[src/rtl/ddrb2_pkg.sv]
package ddrb2_pkg;
  // Strobes from control to datapath, valid for the coming clock edge.
  typedef struct packed {
    logic rdLoad;    // capture merged array word for the read burst
    logic wrFirst;   // capture first write transfer
    logic wrSecond;  // capture second write transfer
    logic commit;    // write gathered buffer into the array
    logic outSel;    // which half of the read word is on the bus
    logic busOe;     // bus is driven
  } ddrStrobes_t;
endpackage

[src/rtl/ddrb2_ctrl.sv]
module ddrb2_ctrl
  import ddrb2_pkg::*;
#(
  parameter int AW         = 7,
  parameter int CRIT_FIRST = 1
) (
  input  logic          clk,
  input  logic          rstN,
  input  logic          loadN,
  input  logic          rdWr,
  input  logic [AW-1:0] addr,
  output ddrStrobes_t   strobes,
  output logic [AW-2:0] idx,
  output logic          slot,
  output logic          halfPhase
);
  localparam int IW = AW - 1;

  logic          phase;
  logic          cmdRd, cmdWr, cmdSlot;
  logic [IW-1:0] cmdIdx;
  logic          wStage, wValid;
  logic          busOe, outSecond, outSlot;
  logic          addrSlot;

  generate
    if (CRIT_FIRST != 0) begin : g_critFirst
      assign addrSlot = addr[0];
    end else begin : g_fixedOrder
      assign addrSlot = 1'b0;
    end
  endgenerate

  always_ff @(posedge clk or negedge rstN) begin
    if (!rstN) begin
      phase     <= 1'b0;
      cmdRd     <= 1'b0;
      cmdWr     <= 1'b0;
      cmdSlot   <= 1'b0;
      cmdIdx    <= '0;
      wStage    <= 1'b0;
      wValid    <= 1'b0;
      busOe     <= 1'b0;
      outSecond <= 1'b0;
      outSlot   <= 1'b0;
    end else begin
      phase <= ~phase;
      if (!phase) begin
        // main edge: sample command, advance the pipelines one main period
        cmdRd     <= !loadN && rdWr;
        cmdWr     <= !loadN && !rdWr;
        cmdIdx    <= addr[AW-1:1];
        cmdSlot   <= addrSlot;
        wStage    <= cmdWr;
        wValid    <= 1'b0;
        busOe     <= cmdRd;
        outSecond <= 1'b0;
        outSlot   <= cmdSlot;
      end else begin
        wStage    <= 1'b0;
        wValid    <= wStage;
        outSecond <= 1'b1;
      end
    end
  end

  assign strobes.rdLoad   = !phase && cmdRd;
  assign strobes.wrFirst  = !phase && cmdWr;
  assign strobes.wrSecond = phase && wStage;
  assign strobes.commit   = !phase && wValid;
  assign strobes.outSel   = outSlot ^ outSecond;
  assign strobes.busOe    = busOe;
  assign idx              = cmdIdx;
  assign slot             = cmdSlot;
  assign halfPhase        = phase;

  // phase flips on every edge out of reset
  a_r2_phase_alternates: assert property (@(posedge clk) disable iff (!rstN)
    1'b1 |=> (halfPhase != $past(halfPhase)));

  // read data drive opens after a main edge
  a_r4_bus_starts_on_main: assert property (@(posedge clk) disable iff (!rstN)
    $rose(busOe) |-> halfPhase);

  // drive lasts for both halves
  a_r4_bus_pair: assert property (@(posedge clk) disable iff (!rstN)
    $rose(busOe) |=> busOe);

  // every read taken on a main edge reaches the bus three edges on
  a_r10_read_to_bus: assert property (@(posedge clk) disable iff (!rstN)
    (!halfPhase && !loadN && rdWr) |-> ##3 busOe);

  // every write taken on a main edge is committed four edges on
  a_r3_write_commits: assert property (@(posedge clk) disable iff (!rstN)
    (!halfPhase && !loadN && !rdWr) |-> ##4 strobes.commit);
endmodule

[src/rtl/ddrb2_datapath.sv]
module ddrb2_datapath
  import ddrb2_pkg::*;
#(
  parameter int W    = 8,
  parameter int LANE = 4,
  parameter int AW   = 7
) (
  input  logic                clk,
  input  ddrStrobes_t         strobes,
  input  logic [AW-2:0]       idx,
  input  logic                slot,
  input  logic [W-1:0]        dqIn,
  input  logic [W/LANE-1:0]   bwN,
  output logic [W-1:0]        dqOut
);
  localparam int NBW   = W / LANE;
  localparam int NL    = 2 * NBW;
  localparam int WW    = 2 * W;
  localparam int IW    = AW - 1;
  localparam int DEPTH = 1 << IW;

  logic [WW-1:0] mem [DEPTH];
  logic [WW-1:0] wData, oWord, memRd, merged;
  logic [NL-1:0] wMask;
  logic [IW-1:0] wAddr;
  logic          wSlot2;

  assign memRd = mem[idx];

  // forward lanes of the gathered write that the array does not yet hold
  generate
    for (genvar g = 0; g < NL; g++) begin : g_fwd
      assign merged[g*LANE +: LANE] =
        (strobes.commit && (wAddr == idx) && wMask[g]) ? wData[g*LANE +: LANE]
                                                       : memRd[g*LANE +: LANE];
    end
  endgenerate

  always_ff @(posedge clk) begin
    if (strobes.wrFirst) begin
      wAddr                 <= idx;
      wSlot2                <= ~slot;
      wData[slot*W +: W]    <= dqIn;
      wMask[slot*NBW +: NBW] <= ~bwN;
    end
    if (strobes.wrSecond) begin
      wData[wSlot2*W +: W]     <= dqIn;
      wMask[wSlot2*NBW +: NBW] <= ~bwN;
    end
    if (strobes.rdLoad) begin
      oWord <= merged;
    end
    if (strobes.commit) begin
      for (int g = 0; g < NL; g++) begin
        if (wMask[g]) mem[wAddr][g*LANE +: LANE] <= wData[g*LANE +: LANE];
      end
    end
  end

  assign dqOut = strobes.busOe ? oWord[strobes.outSel*W +: W] : '0;
endmodule

[src/rtl/ddr_b2_sram.sv]
module ddr_b2_sram
  import ddrb2_pkg::*;
#(
  parameter int DATA_W     = 8,
  parameter int LANE_W     = 4,
  parameter int ADDR_W     = 7,
  parameter int CRIT_FIRST = 1
) (
  input  logic                     clk,
  input  logic                     rstN,
  input  logic                     loadN,
  input  logic                     rdWr,
  input  logic [ADDR_W-1:0]        addr,
  input  logic [DATA_W/LANE_W-1:0] bwN,
  input  logic [DATA_W-1:0]        dqIn,
  output logic [DATA_W-1:0]        dqOut,
  output logic                     dqOe,
  output logic                     halfPhase
);
  ddrStrobes_t       strobes;
  logic [ADDR_W-2:0] idx;
  logic              slot;

  ddrb2_ctrl #(.AW(ADDR_W), .CRIT_FIRST(CRIT_FIRST)) ctrl_i (
    .clk(clk), .rstN(rstN), .loadN(loadN), .rdWr(rdWr), .addr(addr),
    .strobes(strobes), .idx(idx), .slot(slot), .halfPhase(halfPhase)
  );

  ddrb2_datapath #(.W(DATA_W), .LANE(LANE_W), .AW(ADDR_W)) dp_i (
    .clk(clk), .strobes(strobes), .idx(idx), .slot(slot),
    .dqIn(dqIn), .bwN(bwN), .dqOut(dqOut)
  );

  assign dqOe = strobes.busOe;

  // released bus carries no data
  a_r1_released_bus: assert property (@(posedge clk) disable iff (!rstN)
    !dqOe |-> (dqOut == '0));
endmodule

[config.mk]
export PLATFORM = sky130hd
export DESIGN_NAME = ddr_b2_sram
export DESIGN_NICKNAME = d
export VERILOG_FILES = /design/src/rtl/ddrb2_pkg.sv /design/src/rtl/ddrb2_ctrl.sv /design/src/rtl/ddrb2_datapath.sv /design/src/rtl/ddr_b2_sram.sv
export SDC_FILE = /design/constraint.sdc
export NUM_CORES = 1
export LEC_CHECK = 0
export ABC_AREA = 1
export BUFFER_PORTS_ARGS = -buffer_cell sky130_fd_sc_hd__buf_2
export CAP_MARGIN = 20
export CELL_PAD_IN_SITES_DETAIL_PLACEMENT = 2
export CELL_PAD_IN_SITES_GLOBAL_PLACEMENT = 2
export CORE_MARGIN = 4
export CORE_UTILIZATION = 43
export DETAILED_ROUTE_END_ITERATION = 12
export GPL_TIMING_DRIVEN = 1
export PLACE_DENSITY_LB_ADDON = 0.05
export REMOVE_ABC_BUFFERS = 1
export SETUP_SLACK_MARGIN = 0.3
export SYNTH_ARGS = -nofsm -noshare
export SYNTH_HDL_FRONTEND = slang
export SYNTH_HIERARCHICAL = 1
export SYNTH_SLANG_ARGS = --single-unit
[constraint.sdc]
create_clock -name clk -period 3.03 [get_ports clk]
set_input_delay 0.303 -clock clk [delete_from_list [all_inputs] [get_ports clk]]
set_output_delay 0.303 -clock clk [all_outputs]
set_load 0.02 [all_outputs]
==> flow_summary.json <==
{
  "vias_per_cell": 5.92,
  "fmax_mhz": 357,
  "worstMarginPinSlew_ps": 1170,
  "io-pin-count": 31,
  "cts.path.max_buffers": 3,
  "critPathTopFamily": "buffers and inverters",
  "overflow": 0,
  "async_reset_ff_frac": 0.0139,
  "rows": 117,
  "drtAntennaViolNets": 0,
  "drt-pass1-iter-count": 5,
  "finalSetupViolCount": 0,
  "grt_pass1_wl_um": 238000,
  "start_util": 0.436,
  "dpl_cell_area_um2": 46600,
  "path_clk_slew_ps": 70,
  "swShare": 0.242,
  "critPathMaxStageDelay_ps": 460,
  "timing.final.ws_setup_ps": 227,
  "finClkSkew_ps": 34.9,
  "h-tree-depth": 3,
  "antenna_found_initial": 10,
  "syn_to_final_growth_pct": 14.0,
  "yosys.cell_types.count": 26,
  "synth.avg_cell_area_um2": 11.3,
  "most-common-layout-cells": "nand2_1 (1328), edfxtp_1 (1047), nand3_1 (920), nor2_1 (274), clkbuf_16 (121)",
  "p_int_mw": 26.8,
  "endpoint_kind": "output port",
  "post-route-util": 0.497,
  "vdd_drop_max_v": 0.000523,
  "maxSlewViolCount": 0,
  "nNetsFinal": 4002,
  "min_path_type": "primary input to asynchronous set/reset pin",
  "antenna-diode-count": 0,
  "fill_cells": 10035,
  "grt.total_usage": 0.300,
  "synth_warnings": 6,
  "hpwl_um": 104000,
  "status": "completed",
  "cts_tree": "done",
  "p_leak_nw": 17.9,
  "die_area_um2": 109000,
  "fin_tns_setup_ps": 0,
  "cts_setup_buffers": 0,
  "crit_type": "register to output port",
  "synth_edf_count": 1047,
  "layout-drive-gt1-share": 0.0945,
  "drc": 0,
  "grtUsageMet3": 0.0442,
  "grt_max_degree": 173,
  "ys_seq_elements": 1082,
  "place.gp.congestion": 0.853,
  "ys_seq_area_frac": 0.721,
  "seq_power_share": 0.499,
  "wl_um": 165000,
  "p_comb_frac": 0.069,
  "cts_buffers": 118,
  "use_met1": 0.382,
  "coreArea_um2": 102000,
  "critPathBufInv": 3,
  "drt_iter0_drc": 2891,
  "post_drt_wl_per_cell_um": 30.3,
  "crit_fanout": 9,
  "portBuffers": 30,
  "grt_pass1_vias": 34691,
  "clock_sinks": 1082,
  "slowest_stage": "dfrtp_1",
  "die_w_um": 330,
  "stdcell_area_um2": 50900,
  "cp_cell_sequence": "xor2_1 > buf_4 > inv_1 > nor2_1 > nor2_2 > buf_2",
  "required_ps": 2730,
  "synth_cells": 3963,
  "start_kind": "register",
  "maxSlewHeadroom": 0.223,
  "grt_busiest_layer": "met2",
  "pre_cts_ws_ps": 249,
  "fin_crit_ps": 2800,
  "cap_violations": 0,
  "crit_arrival_ps": 2500,
  "fp.dieH_um": 330,
  "syn_area_um2": 44700,
  "power.share.clock": 0.432,
  "root_buffer": "clkbuf_16",
  "finalHoldViolations": 0,
  "vias": 32259,
  "clk_latency_ps": 740,
  "switching_power_mw": 8.56,
  "final_common_cell": "nand2_1",
  "synthFlopType": "edfxtp_1",
  "p_per_area_nw_per_um2": 694,
  "fin_crit_sh": 0.925,
  "rsz0062_at_grt": "yes",
  "gr-usage-met2": 0.525
}
## path summary, 6_finish.rpt
check                                                 from  slack (ps)                         to  cells past startpoint
max in group asynchronous                             rstN        2540  ctrl_i/idx[0]$_DFFE_PN0N_                      2
worst min-delay path                                  rstN         100  ctrl_i/idx[1]$_DFFE_PN0N_                      2
worst max-delay path            ctrl_i/outSlot$_DFFE_PN0N_         230                   dqOut[2]                      6
min in group clk                                    bwN[0]         350      dp_i/wMask[0]$_DFF_P_                      3
worst min register to register       dp_i/wMask[0]$_DFF_P_         510      dp_i/wMask[0]$_DFF_P_                      2
worst max register to register     dp_i/wAddr[1]$_DFFE_PP_         410  dp_i/mem[14][7]$_DFFE_PP_                      5
## cell families (layout without fill, tap and decap cells)
group	count (synthesis)	after routing	share of synthesized area
buffers and inverters	282	403	0.0296
XOR/XNOR	3	3	0.000588
AND/OR/NAND/NOR	2564	2564	0.243
AO/OA/AOI/OAI	16	16	0.00188
flip-flops	1082	1082	0.721
multiplexers	16	16	0.00403
## flip-flops by register name, summed over array words and instances (netlist names), 4 cells and up
signal	cells
dp_i/wMask	4
ctrl_i/idx	6
dp_i/wData	16
dp_i/wAddr	6
dp_i/mem	1024
dp_i/oWord	16
## Yosys cell counts, types with 11 or more instances
cell	number	area [um2]
buf_1	37	139
buf_2	148	741
buf_4	11	82.6
clkbuf_1	57	214
dfrtp_1	15	375
dfxtp_1	20	400
edfxtp_1	1047	31400
inv_1	20	75.1
mux2_2	16	180
nand2_1	1332	5000
nand3_1	920	4600
nor2_1	284	1070
nor3_1	17	85.1
o21ai_0	11	55.1
## final cells by class
cell class / instances / area (um2) / area share
inverters: 26 / 136 / 0.00268
multi-input cells: 2599 / 11200 / 0.220
clock inverters: 86 / 967 / 0.0190
repair buffers: 154 / 1550 / 0.0305
well taps: 1368 / 1710 / 0.0336
clock buffers: 137 / 3100 / 0.0608
flip-flops and latches: 1082 / 32300 / 0.634
## power by group through the flow
stage | clock network [mW] | registers (mW) | logic (mW)
2_1_floorplan | 0 | 17.9 | 1.02
3_3_place_gp | 0 | 17.9 | 2.25
3_5_place_dp | 0 | 17.9 | 2.36
4_1_cts | 15.4 | 17.6 | 2.42
5_1_grt | 16.1 | 17.6 | 2.59
6_report | 15.2 | 17.6 | 2.43
## repair_timing
action                                  CTS  global route
cloned                                    0             0
pin swaps                                 0             0
endpoints found under the hold margin    44             0
resized for setup                         8             3
hold buffers                             21             0
endpoints found under the setup margin   11            17
## layer usage
| layer | vias up | part of all wire |
|---|---|---|
| met5 | - | 0.000085 |
| met4 | 2 | 0.040 |
| met3 | 290 | 0.059 |
| met2 | 1070 | 0.50 |
| met1 | 17033 | 0.40 |
| li1 | 13864 | - |
## stage by stage
stage,power (mW),hold WS [ps],cells
global route,36.4,106,5452
finish,35.3,95.7,5452
detailed placement,20.3,299,5206
CTS,35.5,67.6,5450
global placement,20.2,291,5206
floorplan,19.0,7.41,3707
Note: power is estimated with default switching activity, not from simulation.
